===== src/rtl/pmr_route_pkg.sv =====
package pmr_route_pkg;
  localparam int OUTC_N   = 7;
  localparam int OC_UNDEF = 0;
  localparam int OC_T2_64 = 1;
  localparam int OC_T2_32 = 2;
  localparam int OC_T3_64 = 3;
  localparam int OC_T3_MN = 4;
  localparam int OC_VIRT  = 5;
  localparam int OC_PHYS  = 6;

  typedef logic [OUTC_N-1:0] outc_t;

  function automatic outc_t oc_bit(input int idx);
    outc_t v;
    v = '0;
    v[idx] = 1'b1;
    return v;
  endfunction
endpackage


===== src/rtl/pmr_el1_chain.sv =====
module pmr_el1_chain
  import pmr_route_pkg::*;
(
  input  logic  el2_en,
  input  logic  el2_is32,
  input  logic  el3_present,
  input  logic  el3_is32,
  input  logic  grp_trap,
  input  logic  ic_trap,
  input  logic  virt_fiq,
  input  logic  virt_irq,
  input  logic  mon_irq,
  input  logic  mon_fiq,
  input  logic  in_monitor,
  output outc_t res
);
  outc_t t2;
  outc_t t3;
  logic  mon_exempt;

  assign t2 = el2_is32 ? oc_bit(OC_T2_32) : oc_bit(OC_T2_64);
  assign t3 = el3_is32 ? oc_bit(OC_T3_MN) : oc_bit(OC_T3_64);
  assign mon_exempt = el3_is32 & in_monitor;

  always_comb begin
    if (el2_en && grp_trap)                                  res = t2;
    else if (el2_en && ic_trap)                              res = t2;
    else if (el2_en && (virt_fiq || virt_irq))               res = oc_bit(OC_VIRT);
    else if (el3_present && mon_irq && mon_fiq && !mon_exempt) res = t3;
    else                                                     res = oc_bit(OC_PHYS);
  end
endmodule


===== src/rtl/pmr_upper_chain.sv =====
module pmr_upper_chain
  import pmr_route_pkg::*;
#(
  parameter int LEVEL = 2
)(
  input  logic  if_en,
  input  logic  el3_present,
  input  logic  el3_is32,
  input  logic  mon_irq,
  input  logic  mon_fiq,
  output outc_t res
);
  generate
    if (LEVEL == 2) begin : g_lvl2
      always_comb begin
        if (!if_en)
          res = oc_bit(OC_UNDEF);
        else if (el3_present && mon_irq && mon_fiq)
          res = el3_is32 ? oc_bit(OC_T3_MN) : oc_bit(OC_T3_64);
        else
          res = oc_bit(OC_PHYS);
      end
    end else begin : g_lvl3
      logic unused_route;
      assign unused_route = ^{el3_present, el3_is32, mon_irq, mon_fiq};
      assign res = if_en ? oc_bit(OC_PHYS) : oc_bit(OC_UNDEF);
    end
  endgenerate
endmodule


===== src/rtl/pmr_route_reg.sv =====
module pmr_route_reg #(
  parameter int W  = 7,
  parameter int SW = 3
)(
  input  logic          clk,
  input  logic          rst,
  input  logic          in_valid,
  input  logic          in_write,
  input  logic [W-1:0]  in_outc,
  input  logic [SW-1:0] in_synd,
  output logic          out_valid,
  output logic          out_write,
  output logic [W-1:0]  out_outc,
  output logic [SW-1:0] out_synd
);
  always_ff @(posedge clk) begin
    if (rst || !in_valid) begin
      out_valid <= 1'b0;
      out_write <= 1'b0;
      out_outc  <= '0;
      out_synd  <= '0;
    end else begin
      out_valid <= 1'b1;
      out_write <= in_write;
      out_outc  <= in_outc;
      out_synd  <= in_synd;
    end
  end

  assert_onehot_R9: assert property (@(posedge clk) disable iff (rst)
    out_valid |-> $countones(out_outc) == 1);
  assert_idle_zero_R9: assert property (@(posedge clk) disable iff (rst)
    !out_valid |-> (out_outc == '0 && out_synd == '0));
  assert_latency_R9: assert property (@(posedge clk) disable iff (rst)
    in_valid |=> out_valid);
endmodule


===== src/rtl/pmr_access_router.sv =====
module pmr_access_router
  import pmr_route_pkg::*;
#(
  parameter int SYND_W  = 3,
  parameter int TRAP_EC = 3
)(
  input  logic              clk,
  input  logic              rst,
  input  logic              req_valid,
  input  logic              req_write,
  input  logic [1:0]        cur_el,
  input  logic              el2_en,
  input  logic              el3_present,
  input  logic              el2_is32,
  input  logic              el3_is32,
  input  logic              hyp_grp_trap,
  input  logic              hyp_ic_trap,
  input  logic              virt_fiq_route,
  input  logic              virt_irq_route,
  input  logic              mon_irq_route,
  input  logic              mon_fiq_route,
  input  logic              in_monitor,
  input  logic              el2_if_en,
  input  logic              el3_if_en,
  output logic              out_valid,
  output logic              out_write,
  output logic [OUTC_N-1:0] outcome,
  output logic [SYND_W-1:0] syndrome
);
  outc_t              r_el1, r_el2, r_el3, sel;
  logic [SYND_W-1:0]  synd_d;

  pmr_el1_chain u_el1 (
    .el2_en(el2_en), .el2_is32(el2_is32), .el3_present(el3_present),
    .el3_is32(el3_is32), .grp_trap(hyp_grp_trap), .ic_trap(hyp_ic_trap),
    .virt_fiq(virt_fiq_route), .virt_irq(virt_irq_route),
    .mon_irq(mon_irq_route), .mon_fiq(mon_fiq_route),
    .in_monitor(in_monitor), .res(r_el1)
  );

  pmr_upper_chain #(.LEVEL(2)) u_el2 (
    .if_en(el2_if_en), .el3_present(el3_present), .el3_is32(el3_is32),
    .mon_irq(mon_irq_route), .mon_fiq(mon_fiq_route), .res(r_el2)
  );

  pmr_upper_chain #(.LEVEL(3)) u_el3 (
    .if_en(el3_if_en), .el3_present(el3_present), .el3_is32(el3_is32),
    .mon_irq(mon_irq_route), .mon_fiq(mon_fiq_route), .res(r_el3)
  );

  always_comb begin
    case (cur_el)
      2'd1:    sel = r_el1;
      2'd2:    sel = r_el2;
      2'd3:    sel = r_el3;
      default: sel = oc_bit(OC_UNDEF);
    endcase
  end

  assign synd_d = (sel[OC_T2_64] | sel[OC_T2_32]) ? SYND_W'(TRAP_EC) : '0;

  pmr_route_reg #(.W(OUTC_N), .SW(SYND_W)) u_reg (
    .clk(clk), .rst(rst), .in_valid(req_valid), .in_write(req_write),
    .in_outc(sel), .in_synd(synd_d),
    .out_valid(out_valid), .out_write(out_write),
    .out_outc(outcome), .out_synd(syndrome)
  );

  assert_el0_undef_R1: assert property (@(posedge clk) disable iff (rst)
    (req_valid && cur_el == 2'd0) |=> outcome[OC_UNDEF]);
  assert_grp_first_R2: assert property (@(posedge clk) disable iff (rst)
    (req_valid && cur_el == 2'd1 && el2_en && hyp_grp_trap && !el2_is32) |=> outcome[OC_T2_64]);
  assert_mon_exempt_R5: assert property (@(posedge clk) disable iff (rst)
    (req_valid && cur_el == 2'd1 && !el2_en && el3_present && el3_is32 && in_monitor
     && mon_irq_route && mon_fiq_route) |=> outcome[OC_PHYS]);
  assert_if_off_R6: assert property (@(posedge clk) disable iff (rst)
    (req_valid && cur_el == 2'd3 && !el3_if_en) |=> outcome[OC_UNDEF]);
  assert_no_exempt_R7: assert property (@(posedge clk) disable iff (rst)
    (req_valid && cur_el == 2'd2 && el2_if_en && el3_present && el3_is32
     && mon_irq_route && mon_fiq_route) |=> outcome[OC_T3_MN]);
  assert_syndrome_R10: assert property (@(posedge clk) disable iff (rst)
    out_valid |-> (syndrome == ((outcome[OC_T2_64] || outcome[OC_T2_32]) ? SYND_W'(TRAP_EC) : '0)));
  assert_write_echo_R8: assert property (@(posedge clk) disable iff (rst)
    req_valid |=> out_write == $past(req_write));
endmodule


===== config.mk =====
export PLATFORM = sky130hd
export DESIGN_NAME = pmr_access_router
export DESIGN_NICKNAME = d
export VERILOG_FILES = /design/src/rtl/pmr_route_pkg.sv /design/src/rtl/pmr_el1_chain.sv /design/src/rtl/pmr_upper_chain.sv /design/src/rtl/pmr_route_reg.sv /design/src/rtl/pmr_access_router.sv
export SDC_FILE = /design/constraint.sdc
export NUM_CORES = 1
export LEC_CHECK = 0
export BUFFER_PORTS_ARGS = -buffer_cell sky130_fd_sc_hd__buf_2
export CAP_MARGIN = 10
export CORE_MARGIN = 8
export CORE_UTILIZATION = 46
export DETAILED_ROUTE_END_ITERATION = 8
export GPL_TIMING_DRIVEN = 0
export PLACE_DENSITY = 0.77
export SETUP_SLACK_MARGIN = 0.05
export SLEW_MARGIN = 20
export SYNTH_ARGS = -nofsm -noshare
export SYNTH_HDL_FRONTEND = slang
export SYNTH_HIERARCHICAL = 1
export SYNTH_SLANG_ARGS = --single-unit

===== constraint.sdc =====
create_clock -name clk -period 1.7 [get_ports clk]
set_input_delay 0.17 -clock clk [delete_from_list [all_inputs] [get_ports clk]]
set_output_delay 0.17 -clock clk [all_outputs]
set_load 0.01 [all_outputs]

==> results of run 1 <==
[worst paths after layout]
kind	to	cells past startpoint	slack, ns
worst min-delay path	u_reg/out_write	2	0.16
worst max-delay path	u_reg/out_synd[0]	7	0.34
[metrics by stage]
step	power, W	area [sq um]	hold slack [ns]
finish	0.000589	952	0.161
global route	0.000625	952	0.176
CTS	0.000595	952	0.155
detailed placement	0.000441	930	0.425
global placement	0.000437	930	0.415
floorplan	0.000394	769	0.326
[where the power goes]
group | switching, W | internal, W | leakage [nW]
sequential | 0.00000229 | 0.000293 | 0.0982
clock | 0.0000726 | 0.0000814 | 0.0138
combinational | 0.0000599 | 0.0000799 | 0.439
[state kept, by name, indices dropped and copies added, names as in the netlist]
| signal | count |
|---|---|
| u_reg/out_outc | 7 |
| u_reg/out_synd | 3 |
| u_reg/out_valid | 1 |
| u_reg/out_write | 1 |
[area by class of cell]
type,count,area (sq um),area share
Buffer,15,113,0.118
Tap cell,16,20.0,0.0210
Inverter,4,15.0,0.0158
Sequential cell,12,240,0.252
Clock buffer,3,22.5,0.0237
Timing Repair Buffer,28,140,0.147
Multi-Input combinational cell,53,402,0.422
[kinds of logic (layout without fill, tap and decap cells)]
family,Yosys count,count (layout)
AOI/OAI and AO/OA,10,10
buffers and inverters,19,50
DFF,12,12
muxes,7,7
other,4,10
and+or+nand+nor,26,26
[per-layer routing]
layer  wire length, microns  global-route usage
met1                    580              0.0859
met2                    698               0.154
met3                    126              0.0427
met4                      9              0.0515
met5                      0                   0
[cells in the mapped netlist (2+ instances only)]
master and n:
nor2b_1 2, nor2_1 4, a22o_1 6, buf_4 10, buf_6 2, and3b_1 11, inv_1 4, buf_2 2
conb_1 4, mux2_2 5, dfxtp_1 12
==> run metrics, run 1 <==
ys flop type dfxtp_1; die area roughly 0.0032 sq mm; crit start category input pin; crit end category register; asr flop ratio synth 0; share of layout cells above drive strength 1 0.478; post-route clock period utilization 0.802; row cnt 14; DP HPWL ~1.3 mm; worst vdd ir 179 uV; Total Nets Final approximately 140; worst hold start req_write; Overflow after GRT 0; critical path type input pin to register; Post-Place Setup Slack about 0.056 ns; CTS sink cnt 12; Synth Instances 78; CP peak stage delay approximately 0.27 ns; YS warnings 6; most frequent cells in the layout 30 x buf_2, 12 x dfxtp_1, 11 x and3b_1; # port buffers 28; area share of the largest cell type after synthesis 0.322; vias per inst 4.76; crit path buf inv count 1; Inst Count DP 128; final cell count without fillers roughly 130; Max Cap Violations 0; Seq/Total Area, Yosys 0.322; Die Height 56.3 microns; fill count around 140; status complete, no violations; Hold Buf Count CTS 0; cell-by-cell trace of the critical path buf_2 -> o21ai_0 -> nor2_1 -> mux2_4 -> a22o_1 -> or2_1 -> and3b_1; Setup crit start hyp_grp_trap; most common cell after layout, fill and taps aside buf_2; area leader, netlist dfxtp_1; largest family of logic cells by synthesized area simple AND/OR/NAND/NOR gates; slowest CP cell mux2_4; drt drc 0; crit-path leading delay family simple AND/OR/NAND/NOR gates; proportion of synthesized area in mux cells 0.109; largest cells by area after synthesis dfxtp_1 32%, and3b_1 13%, buf_4 10%, mux2_2 7.5%, a22o_1 7.0%; Setup Fix Bufs, Post-CTS 0; Reg clk slew, reported paths ~0.06 ns; FF+latch count, synth 12; Iteration-0 DRC Markers 3; Lkg Pwr around 0.55 nW; worst setup margin ~0.34 ns; Root Buffer clkbuf_4; post-CTS sizing 0; CTS Buffer Depth 2; H-Tree Depth 1; Final Hold Vio Count 0; Total GRT Usage 0.0899; cts bufs inserted 3; Post-synth EDFFs 0; crit path max fanout 3; Distinct cells, synth 27; Cell Pwr Density about 600 mW/mm^2; vias in the first global route just over 600; IO Count 31; crit path DAT about 1.5 ns; pin count of the biggest net entering global routing 11; Initial Utilization 0.496; Synth Area in Compound Gates 0.114; XOR/XNOR share of the synthesized area 0; WL/cell roughly 11 microns; Max Freq 734 MHz; final setup fails 0; 1st-pass router iterations 2; required time of the worst setup path between 1.5 and 2 ns; RSZ-0062 raised after global routing false; worst min path class input pin to register; Syn Std Cell Area ~750 sq um; diode count 0; setup TNS 0 ns; Final Critical Period ~1.4 ns; first-pass GRT wire length 2.40 mm; Area growth syn-to-layout 27.5%; Util after Layout 0.632; Post-DRT Antenna Nets 0; Placer Congestion 0.713; core area ~0.0015 sq mm; antenna violations before repair 0; CTS tree done; Post-Synth Simple-Gate Area 0.265; Syn Area/Cell roughly 9.6 sq um; Adder-Cell Fraction of Synth Area 0; fin. max-slew vios 0; Die Wd roughly 56 microns; Vias ~620; WL final around 1.4 mm
(Power assumes the default switching activity.)
==> inputs of run 2 (changes only) <==
--- a/config.mk
+++ b/config.mk
@@ -8,10 +8,10 @@
 export BUFFER_PORTS_ARGS = -buffer_cell sky130_fd_sc_hd__buf_2
 export CAP_MARGIN = 10
 export CORE_MARGIN = 8
-export CORE_UTILIZATION = 46
+export CORE_UTILIZATION = 42
 export DETAILED_ROUTE_END_ITERATION = 8
 export GPL_TIMING_DRIVEN = 0
-export PLACE_DENSITY = 0.77
+export PLACE_DENSITY = 0.74
 export SETUP_SLACK_MARGIN = 0.05
 export SLEW_MARGIN = 20
 export SYNTH_ARGS = -nofsm -noshare
==> constraint.sdc (replaced) <==
create_clock -name clk -period 1.2 [get_ports clk]
set_input_delay 0.12 -clock clk [delete_from_list [all_inputs] [get_ports clk]]
set_output_delay 0.12 -clock clk [all_outputs]
set_load 0.01 [all_outputs]
==> run metrics, run 2 (same netlist as run 1, synthesis figures left out) <==
post-route clock period utilization 0.956; Final Critical Period ~1.1 ns; status complete, no violations; Max Freq ~870 MHz; fin. max-slew vios 0; Internal Power approximately 0.00073 W; Biggest register u_reg/out_outc; IO Count 31; max reg flops 7; Placer Congestion ~0.7; WL/cell between 10 and 15 microns; required time of the worst setup path 1.41 ns; worst min path class input pin to register; Die Wd roughly 58 microns; hold depth 2; Cell Pwr Density between 900 and 1000 mW/mm^2; crit end category register; CTS Buffer Depth 2; row cnt 15; Overflow after GRT 0; Psw approximately 0.00021 W; Die Height approximately 58 microns; worst vdd ir ~460 uV; critical path type input pin to register; 1st-pass router iterations 4; Max Cap Violations 0; worst hold start req_write; H-Tree Depth 1; Vias 616; clock share of power 0.325; Total Nets Final about 140; most common cell after layout, fill and taps aside buf_2; Initial Utilization 0.437; pin count of the biggest net entering global routing 11; CTS tree done; drt drc 0; Comb power frac 0.230; worst setup margin approximately 0.053 ns; Lkg Pwr a little under 0.6 nW; Flop pwr share 0.445; Inst Count DP about 140; Hold Buf Count CTS 0; Area growth syn-to-layout 37.0%; die area between 0.003 and 0.004 sq mm; final setup fails 0; # port buffers 28; Total GRT Usage 0.0910; DP HPWL roughly 1.2 mm; top flop regs u_reg/out_outc x7, u_reg/out_synd x3; crit path max fanout 3; vias in the first global route 625; share of layout cells above drive strength 1 0.496; Iteration-0 DRC Markers 9; core area 0.00171 sq mm; hold slack ~0.10 ns; crit start category input pin; most frequent cells in the layout 28 x buf_2, 12 x dfxtp_1, 11 x buf_4, 11 x and3b_1, 10 x conb_1; Post-Place Setup Slack -0.257 ns; RSZ-0062 raised after global routing true; Reg clk slew, reported paths 0.07 ns; antenna violations before repair 0; Root Buffer clkbuf_4; final cell count without fillers ~140; Min-Delay Endpoint u_reg/out_write; crit path DAT 1.36 ns; diode count 0; cts bufs inserted 3; setup TNS 0 ns; first-pass GRT wire length 2.46 mm; WL final ~1.4 mm; CTS sink cnt 12; Net Sw Frac 0.226; vias per inst 4.34; Post-DRT Antenna Nets 0; Final Hold Vio Count 0
==> run 2: timing repair <==
action,in CTS,in global routing
cloned,0,0
endpoints found under the setup margin,3,5
resized for setup,6,1
pin swaps,9,5
setup buffers,0,1
==> run 2: worst max-delay path, stage by stage <==
cell,delay [ns]
buf_8,0.10
o41a_1,0.46
nor4b_2,0.26
mux2_4,0.17
a22o_1,0.11
and3b_1,0.14
==> run 2: stage by stage <==
stage	area, sq um	util	power (W)
final	1020	0.599	0.000938
after global routing	1020	0.599	0.000994
after CTS	1010	0.593	0.000945
after detailed placement	956	0.560	0.000630
after global placement	956	0.560	0.000626
after floorplan	785	-	0.000562
==> run 2: how the worst max path moves through the flow <==
stage            startpoint                 to  slack [ns]  cells past startpoint
6_report       hyp_grp_trap  u_reg/out_outc[4]        0.05                      6
3_3_place_gp   hyp_grp_trap  u_reg/out_outc[4]       -0.27                      6
4_1_cts         hyp_ic_trap  u_reg/out_outc[4]        0.04                      6
5_1_grt        hyp_grp_trap  u_reg/out_outc[4]        0.01                      6
3_5_place_dp   hyp_grp_trap  u_reg/out_outc[4]       -0.26                      6
2_1_floorplan  hyp_grp_trap  u_reg/out_outc[4]       -0.06                      5
==> run 2: cell type report <==
| cell class | count | area, sq um |
|---|---|---|
| inverters | 4 | 15.0 |
| flip-flops and latches | 12 | 240 |
| repair buffers | 29 | 168 |
| clock buffers | 4 | 36.3 |
| well taps | 25 | 31.3 |
| fillers | 170 | 684 |
| plain buffers | 15 | 113 |
| multi-input cells | 53 | 420 |
==> run 2: per-layer routing <==
metal | GRT usage | routed length [microns]
met5 | 0 | 0
met1 | 0.0969 | 617
met3 | 0.0353 | 152
met2 | 0.140 | 661
met4 | 0.0734 | 16
==> run 2: power groups by stage <==
stage | sequential (W) | combinational, W | clock, W
detailed placement | 0.000427 | 0.000204 | 0
CTS | 0.000417 | 0.000212 | 0.000316
global route | 0.000419 | 0.000240 | 0.000336
finish | 0.000417 | 0.000216 | 0.000305
floorplan | 0.000436 | 0.000126 | 0
global placement | 0.000426 | 0.000200 | 0
==> inputs of run 3 (changes only) <==
--- a/config.mk
+++ b/config.mk
@@ -12,7 +12,7 @@
 export DETAILED_ROUTE_END_ITERATION = 8
 export GPL_TIMING_DRIVEN = 0
 export PLACE_DENSITY = 0.74
-export SETUP_SLACK_MARGIN = 0.05
+export SETUP_SLACK_MARGIN = 0.3
 export SLEW_MARGIN = 20
 export SYNTH_ARGS = -nofsm -noshare
 export SYNTH_HDL_FRONTEND = slang
==> run metrics, run 3 (same netlist as run 1, synthesis figures left out) <==
post-route clock period utilization 0.992; IO Count 31; Inst Count DP approximately 140; antenna violations before repair 0; first-pass GRT wire length 2.32 mm; WL final ~1.5 mm; WL/cell approximately 11 microns; 1st-pass router iterations 2; crit end category register; final setup fails 0; cts bufs inserted 3; die area 0.00338 sq mm; Die Height slightly below 60 microns; Max Cap Violations 0; row cnt 15; Final Critical Period roughly 1.2 ns; Root Buffer clkbuf_4; core area between 0.0015 and 0.002 sq mm; max reg flops 7; vias per inst 4.47; Post-DRT Antenna Nets 0; most frequent cells in the layout 28 x buf_2, 12 x dfxtp_1, 11 x buf_4, 11 x and3b_1, 10 x conb_1; hold slack 0.106 ns; CTS sink cnt 12; Reg clk slew, reported paths around 0.070 ns; vias in the first global route 618; drt drc 0; hold depth 2; # port buffers 28; share of layout cells above drive strength 1 0.521; Total Nets Final approximately 140; Die Wd between 50 and 60 microns; worst min path class input pin to register; Overflow after GRT 0; final cell count without fillers about 140; H-Tree Depth 1; RSZ-0062 raised after global routing true; Total GRT Usage 0.0825; DP HPWL ~1.3 mm; fin. max-slew vios 0; pin count of the biggest net entering global routing 11; worst vdd ir roughly 430 uV; Max Freq between 800 and 900 MHz; CTS Buffer Depth 2; Iteration-0 DRC Markers 5; required time of the worst setup path between 1 and 1.5 ns; setup TNS 0 ns; status complete, no violations; Initial Utilization 0.437; Biggest register u_reg/out_outc; most common cell after layout, fill and taps aside buf_2; CTS tree done; Lkg Pwr 0.590 nW; Area growth syn-to-layout 40.5%; crit start category input pin; critical path type input pin to register; Hold Buf Count CTS 0; Final Hold Vio Count 0; Placer Congestion just under 0.7; Cell Pwr Density about 890 mW/mm^2; top flop regs u_reg/out_outc x7, u_reg/out_synd x3; Vias between 600 and 700; diode count 0; crit path max fanout 3; crit path DAT between 1 and 1.5 ns
## run 3: changes by cell type in the layout (fill, tap and decap cells not counted)
cell	delta
mux2_2	-2
mux2_4	+2
nor2_1	-2
nor2_2	+2
buf_12	+1
buf_6	-1
nor3_1	-1
nor3_2	+1
## run 3: area by class of cell
type / instances / area, sq um
sequential: 12 / 240
buffer: 15 / 121
tap: 25 / 31.3
timing repair buffer: 29 / 168
clock buffer: 4 / 36.3
fill: 156 / 658
inverter: 4 / 15.0
multi-input combinational: 53 / 438
## run 3: metal layers
metal,share of wire,up-vias,track usage
met3,0.11,0,0.0353
li1,-,329,-
met4,0,0,0.0210
met2,0.47,29,0.154
met1,0.41,277,0.0805
met5,0,-,0
## run 3: per-stage QoR
step	utilization	total power (W)	instance area (sq um)	setup WS (ns)
after floorplan	-	0.000567	800	-0.0586
after global placement	0.568	0.000631	971	-0.275
after detailed placement	0.568	0.000638	971	-0.280
after CTS	0.613	0.000947	1050	0.00375
after global routing	0.615	0.000974	1050	-0.0262
final	0.615	0.000938	1050	0.00946
## run 3: report_power, final
part	total (W)	switching, W	internal [W]
sequential	0.000418	0.00000325	0.000414
combinational	0.000225	0.0000911	0.000134
clock	0.000296	0.000112	0.000184
total	0.000938	0.000206	0.000732
## run 3: repair_timing
item                                    CTS  global route
endpoints found under the setup margin    7             8
pin swaps                                 7            10
gates resized for setup                   9             1
setup buffers                             1             0
## run 3: path summary, 6_finish.rpt
path	from	to
max	virt_irq_route	u_reg/out_outc[4]
min	req_write	u_reg/out_write
## run 3: critical path: stages
cell	delay, ns
buf_2	0.11
o41a_1	0.45
nor4b_2	0.27
mux2_4	0.18
a22o_1	0.11
and3b_1	0.15
